===== src/rtl/intx_pkg.sv =====
package intx_pkg;
  localparam int NUM_WIRES = 4;
  localparam int SEL_W = $clog2(NUM_WIRES);

  typedef struct packed {
    logic [NUM_WIRES-1:0] setMask;
    logic [NUM_WIRES-1:0] clrMask;
  } wireStrobes_t;
endpackage


===== src/rtl/intx_ctrl.sv =====
module intx_ctrl
  import intx_pkg::*;
#(
  parameter int LANES = 2
) (
  input  logic                   clk,
  input  logic                   rstN,
  input  logic [LANES-1:0]       msgValid,
  input  logic [SEL_W*LANES-1:0] msgSel,
  input  logic [LANES-1:0]       msgAssert,
  output wireStrobes_t           strobes
);
  logic [NUM_WIRES-1:0] rawSet;
  logic [NUM_WIRES-1:0] rawClr;

  always_comb begin
    rawSet = '0;
    rawClr = '0;
    for (int lane = 0; lane < LANES; lane++) begin
      if (msgValid[lane]) begin
        if (msgAssert[lane])
          rawSet[msgSel[lane*SEL_W +: SEL_W]] = 1'b1;
        else
          rawClr[msgSel[lane*SEL_W +: SEL_W]] = 1'b1;
      end
    end
  end

  // negate dominates any same-cycle assert on the same wire
  assign strobes.setMask = rawSet & ~rawClr;
  assign strobes.clrMask = rawClr;

  AST_IDLE_NO_STROBE: assert property (@(posedge clk) disable iff (!rstN)
    (msgValid == '0) |-> (strobes == '0));
endmodule


===== src/rtl/intx_datapath.sv =====
module intx_datapath
  import intx_pkg::*;
(
  input  logic                 clk,
  input  logic                 rstN,
  input  wireStrobes_t         strobes,
  input  logic [NUM_WIRES-1:0] extReqN,
  output logic [NUM_WIRES-1:0] irqOutN
);
  logic [NUM_WIRES-1:0] wireState;
  logic [NUM_WIRES-1:0] syncStage1;
  logic [NUM_WIRES-1:0] syncStage2;

  for (genvar w = 0; w < NUM_WIRES; w++) begin : g_wire
    always_ff @(posedge clk or negedge rstN) begin
      if (!rstN) begin
        wireState[w]  <= 1'b0;
        syncStage1[w] <= 1'b1;
        syncStage2[w] <= 1'b1;
      end else begin
        if (strobes.clrMask[w])      wireState[w] <= 1'b0;
        else if (strobes.setMask[w]) wireState[w] <= 1'b1;
        syncStage1[w] <= extReqN[w];
        syncStage2[w] <= syncStage1[w];
      end
    end

    assign irqOutN[w] = ~(wireState[w] | ~syncStage2[w]);

    AST_SET_TAKES: assert property (@(posedge clk) disable iff (!rstN)
      (strobes.setMask[w] && !strobes.clrMask[w]) |=> wireState[w]);
    AST_CLEAR_TAKES: assert property (@(posedge clk) disable iff (!rstN)
      strobes.clrMask[w] |=> !wireState[w]);
    AST_WIRE_HOLDS: assert property (@(posedge clk) disable iff (!rstN)
      (!strobes.setMask[w] && !strobes.clrMask[w]) |=> $stable(wireState[w]));
    AST_WIRE_DRIVES_LINE: assert property (@(posedge clk) disable iff (!rstN)
      wireState[w] |-> !irqOutN[w]);
  end
endmodule


===== src/rtl/intx_wire_merge.sv =====
module intx_wire_merge
  import intx_pkg::*;
#(
  parameter int LANES = 2
) (
  input  logic                   clk,
  input  logic                   rstN,
  input  logic [LANES-1:0]       msgValid,
  input  logic [2*LANES-1:0]     msgSel,
  input  logic [LANES-1:0]       msgAssert,
  input  logic [NUM_WIRES-1:0]   extReqN,
  output logic [NUM_WIRES-1:0]   irqOutN
);
  wireStrobes_t strobes;

  intx_ctrl #(.LANES(LANES)) u_ctrl (
    .clk       (clk),
    .rstN      (rstN),
    .msgValid  (msgValid),
    .msgSel    (msgSel),
    .msgAssert (msgAssert),
    .strobes   (strobes)
  );

  intx_datapath u_dp (
    .clk     (clk),
    .rstN    (rstN),
    .strobes (strobes),
    .extReqN (extReqN),
    .irqOutN (irqOutN)
  );
endmodule


===== config.mk =====
export PLATFORM = sky130hd
export DESIGN_NAME = intx_wire_merge
export DESIGN_NICKNAME = d
export VERILOG_FILES = /design/src/rtl/intx_pkg.sv /design/src/rtl/intx_ctrl.sv /design/src/rtl/intx_datapath.sv /design/src/rtl/intx_wire_merge.sv
export SDC_FILE = /design/constraint.sdc
export NUM_CORES = 1
export LEC_CHECK = 0
export ABC_AREA = 1
export ABC_CLOCK_PERIOD_IN_PS = 1310
export BUFFER_PORTS_ARGS = -buffer_cell sky130_fd_sc_hd__buf_4
export CORE_AREA = 2 2 39 41
export CTS_BUF_LIST = sky130_fd_sc_hd__clkbuf_16
export DETAILED_ROUTE_END_ITERATION = 8
export DIE_AREA = 0 0 41 43
export GPL_TIMING_DRIVEN = 0
export PLACE_DENSITY = 0.66
export SYNTH_ARGS = -nofsm -noshare
export SYNTH_HDL_FRONTEND = slang
export SYNTH_SLANG_ARGS = --single-unit

===== constraint.sdc =====
create_clock -name clk -period 1.31 [get_ports clk]
set_clock_uncertainty 0.2 [all_clocks]
set_input_delay 0.0655 -clock clk [delete_from_list [all_inputs] [get_ports clk]]
set_output_delay 0.0655 -clock clk [all_outputs]
set_load 0.05 [all_outputs]

Yosys cells after proc, flatten, opt, wreduce, memory -nomap -nowiden
Cells that the tools add are included.

Word-level logic and storage cells: 58. Bits in registers: 12. Output and inout port bits: 4. Input port bits: 14.

Bitwise logic cells: 16. Reduce and logical (&&, ||, !) cells: 6. $lt $le $gt $ge: 4. Mux-type cells: 20.

Operators with widths (number): 4-bit 2-to-1 mux (8); 1-bit 2-to-1 mux (10); 1-bit inverter (8); 4-bit OR (2); 2-bit nonzero test (4); 2-bit by 3-bit < comparator with 1-bit output (second input constant) (2); 4-bit AND (1); 1-bit demux with 2-bit select (2); 2-bit by 1-bit >= comparator with 1-bit output (second input constant) (2); 4-bit inverter (1); 1-bit OR (4); 1-bit logical AND (2).

Logic depth before layout (Yosys ltp)
Depth in word-level cells: 13. Depth in mapped cells: 5. Mapped depth without buffers: 5.

Hierarchy
From an unflattened synthesis, not the netlist that was laid out.

Cells, all modules: 77. Area total of the unflattened synthesis: 574.3 µm².

Modules (own cells, without submodules): intx_datapath (cells an instance 28, instances 1, area each 370.4 µm², seq. area each 310.3 µm²); intx_ctrl (cells an instance 49, instances 1, area each 203.9 µm², seq. area each 0.0 µm²).

Worst setup path before layout
No wires, ideal clock.

Path type: flip-flop to output port. Start point: register u_dp.syncStage2[0]. End point: output port irqOutN[0]. Arrival time: 1.168 ns. Data required time: 1.044 ns. Buffers on the path: 0. Path slack: -0.123 ns. Cell stages (with the launch flop): 3. Cell sequence: dfstp_2 inv_1 nor2_1.

Longest elaborated chain between the ends: 3.

Ends and longest elaborated chain: from (decl) (RTL line intx_datapath.sv:12) `logic [NUM_WIRES-1:0] syncStage2;`; from (signal, indexed assignment) (RTL line intx_datapath.sv:24) `syncStage2[w] <= syncStage1[w];`; 1-bit inverter (RTL line intx_datapath.sv:28) `assign irqOutN[w] = ~(wireState[w] | ~syncStage2[w]);`; 1-bit OR (RTL line intx_datapath.sv:28); 1-bit inverter (RTL line intx_datapath.sv:28); to (decl) (RTL line intx_wire_merge.sv:12) `output logic [NUM_WIRES-1:0] irqOutN`.

Every way passes these cells.

Worst setup path in the final report
Start point: register u_dp.syncStage2[3]. End point: output port irqOutN[3].

The elaborated chain is that of the path after synthesis.

==> results.md <==
- Run status: finished with violations
- Violated checks: hold timing
- Core Region: 1380 sq um
- Final non-filler cell area: 882 sq um
- Max cap viols: 0
- Setup violations, final: 0
- Drc violations: 0
- Synth top area cells: dfstp_2, dfrtp_1, nor2_1, inv_1, nand2_1
- CP Launch Type: flip-flop
- Share of cells above drive strength 1: 37.9%
- Reg2Reg Capture Point: u_dp.wireState[1]$_DFFE_PN0P_
- Hold slack: -2.14 ps
- CP Class: reg -> out
- Hold Path Class: in -> reg
- Worst endpoint required time: 1040 ps
- Switching Fraction: 22.7%
- Diode count: 0
- Worst-path maximum fanout: 1
- Register area share after synthesis: 58.6%
- Avg Inst Size Synth: 8.14 sq um
- Initial Util: 38.2%
- Worst Setup SP: u_dp.syncStage2[3]$_DFF_PN1_
- DR pass1 iterations: 4
- Skew-Pair Late Insertion Delay: 230 ps
- Hold Violations, Final: 1
- Storage element area: 310 sq um
- Synth Net Count: 79
- GRT overflow: 0
- Fin cells: 111
- F_max: 774 MHz
- Pwr Density: 1340 nW/um^2
- Post-route ant nets: 0
- DR WL/cell: 9.02 um
- Number of synthesized register bits: 12
- Tightest Pin Transition: 161 ps
- EDFF count, synth: 0
- # IOs: 18
- Top cell type's share of synthesized area: 39.7%
- Fillers: 130
- GRT Overall Usage: 14.2%
- RSZ-0062 raised after global routing: yes
- Worst vdd ir: 1.01 mV
- Clk slew on worst S/H paths: 40 ps
- Hold Crit Depth: 4
- CTS Root Cell: clkbuf_16
- Die Height: 43 um
- Die area: 1760 sq um
- PortBufs: 17
- Min Tclk post-route: 1290 ps
- Via density: 4.43
- GPL Wtd Cong: 0.602
- Comb pwr share: 18.6%
- Number of global-route vias before repair: 477
- Hold Crit Start: msgValid[1]
- Drt total wl: 1000 um
- Critical Path Sink Type: output port
- Initial antenna violation count: 0
- YS warnings: 0
- Dpl cells: 98
- Clock sink count: 12
- Final Worst Setup Slack: 17.2 ps
- 1st-iter DRT viols: 5
- Mapped Cells: 65
- Pint: 0.912 mW
- Largest net degree at the start of global routing: 13
- Headroom to the max-slew limit: 89.2%
- Reg2reg setup slack: 330 ps
- Most common cell in the synthesized netlist: nor2_1
- Die width: 41 um
- Tcrit/Tclk final: 98.7%
- Most frequent cells after synthesis: nor2_1, inv_1, nand2_1
- R2R Path Start: u_dp.wireState[1]$_DFFE_PN0P_
- CTS buffer count: 3
- Static Leak: 0.448 nW
- Clk pwr share: 44.5%
- Nets: 111
- Most used DFF post-synth: dfstp_2
- Post-synth top area cell: dfstp_2
- H-Tree Depth: 1
- Sequential power share: 36.9%
- Async SR Flop Fraction: 100%
- Switching pwr: 0.268 mW
- Dpl hpwl: 706 um
- First-pass GRT wire length: 1630 um
- Synthesized area: 529 sq um
- Num rows: 14
- Place WS: 233 ps
- Area Overhead vs Synth: 66.7%
- Area of the multi-input gates: 185 sq um
- Deepest clock path buffer count: 2
- Max-slew violation count: 0
- Yosys cell types: 10
- Vias: 492
- Hold EP: u_dp.wireState[3]$_DFFE_PN0P_
- DP Area: 687 sq um
- # Post-CTS Setup Buffers: 0
- Worst Path Arrival: 1030 ps
- CTS tree: built
- Worst Reg-to-Reg Cells: 3
cell type report:
type	instances	area share [%]
Sequential cell	12	35.2
Timing Repair Buffer	27	27.5
Multi-Input combinational cell	40	21.0
Clock buffer	3	8.51
Inverter	13	5.53
Tap cell	16	2.27
what timing repair did:
action / in CTS / in global routing
hold buffers: 10 / 0
endpoints found under the setup margin: 2 / 4
pin swaps: 0 / 0
gates resized for setup: 2 / 7
hold endpoints to repair: 20 / 0
registers in the layout, indices dropped and copies added, names as in the netlist:
name,flops
u_dp.wireState,4
u_dp.syncStage2,4
u_dp.syncStage1,4
worst max path at each step:
stage	slack, ps	depth (start not counted)	to
floorplan	110	2	irqOutN[0]
CTS	-5	3	irqOutN[0]
global route	-20	3	irqOutN[1]
finish	20	3	irqOutN[3]
global placement	240	3	irqOutN[0]
detailed placement	230	3	irqOutN[0]
cells in the final DEF, fill, tap and decap left out:
cell type and count:
nor2_1 13, buf_4 13, nand2_1 11, dlygate4sd3_1 10
inv_1 9, dfstp_2 8, nand3_1 7, inv_2 4
buf_6 4, dfrtp_1 4, nor2_2 3, clkbuf_16 3
nand4_1 2, nor2_4 1, o21bai_1 1, nor3_1 1
o21ai_0 1
through the flow:
stage | util (%) | hold WS [ps] | TNS [ps] | total power, mW
2_1_floorplan | - | -430 | 0 | 0.542
3_3_place_gp | 49.6 | -293 | 0 | 0.618
3_5_place_dp | 49.6 | -293 | 0 | 0.622
4_1_cts | 62.8 | 0.000222 | -4.72 | 1.19
5_1_grt | 63.7 | 21.9 | -53.7 | 1.24
6_report | 63.7 | -2.14 | 0 | 1.18
power by group through the flow:
stage               Combinational [mW]  Sequential, mW  Clock [mW]
CTS                              0.214           0.433       0.541
finish                           0.220           0.435       0.525
floorplan                        0.108           0.434           0
global route                     0.241           0.440       0.558
detailed placement               0.185           0.437           0
global placement                 0.182           0.436           0
critical path, cell delays in order (launching register included):
cell,delay (ps)
dfstp_2,520
inv_2,30
nor2_2,80
buf_6,160
metal layers:
| metal | vias to the layer above | track usage (%) | part of all wire, % |
|---|---|---|---|
| met5 | - | 0 | 0 |
| met4 | 0 | 12.0 | 2.8 |
| met3 | 3 | 1.57 | 5.8 |
| met2 | 17 | 23.4 | 49 |
| met1 | 215 | 14.6 | 42 |
| li1 | 257 | - | - |
cell families after synthesis:
logic type,count (synthesis),share of synthesized area (%)
and+or+nand+nor,38,29.8
buffers and inverters,13,9.22
DFF,12,58.6
AOI/OAI and AO/OA,2,2.36
No activity file was read; power rests on OpenSTA's default activity.
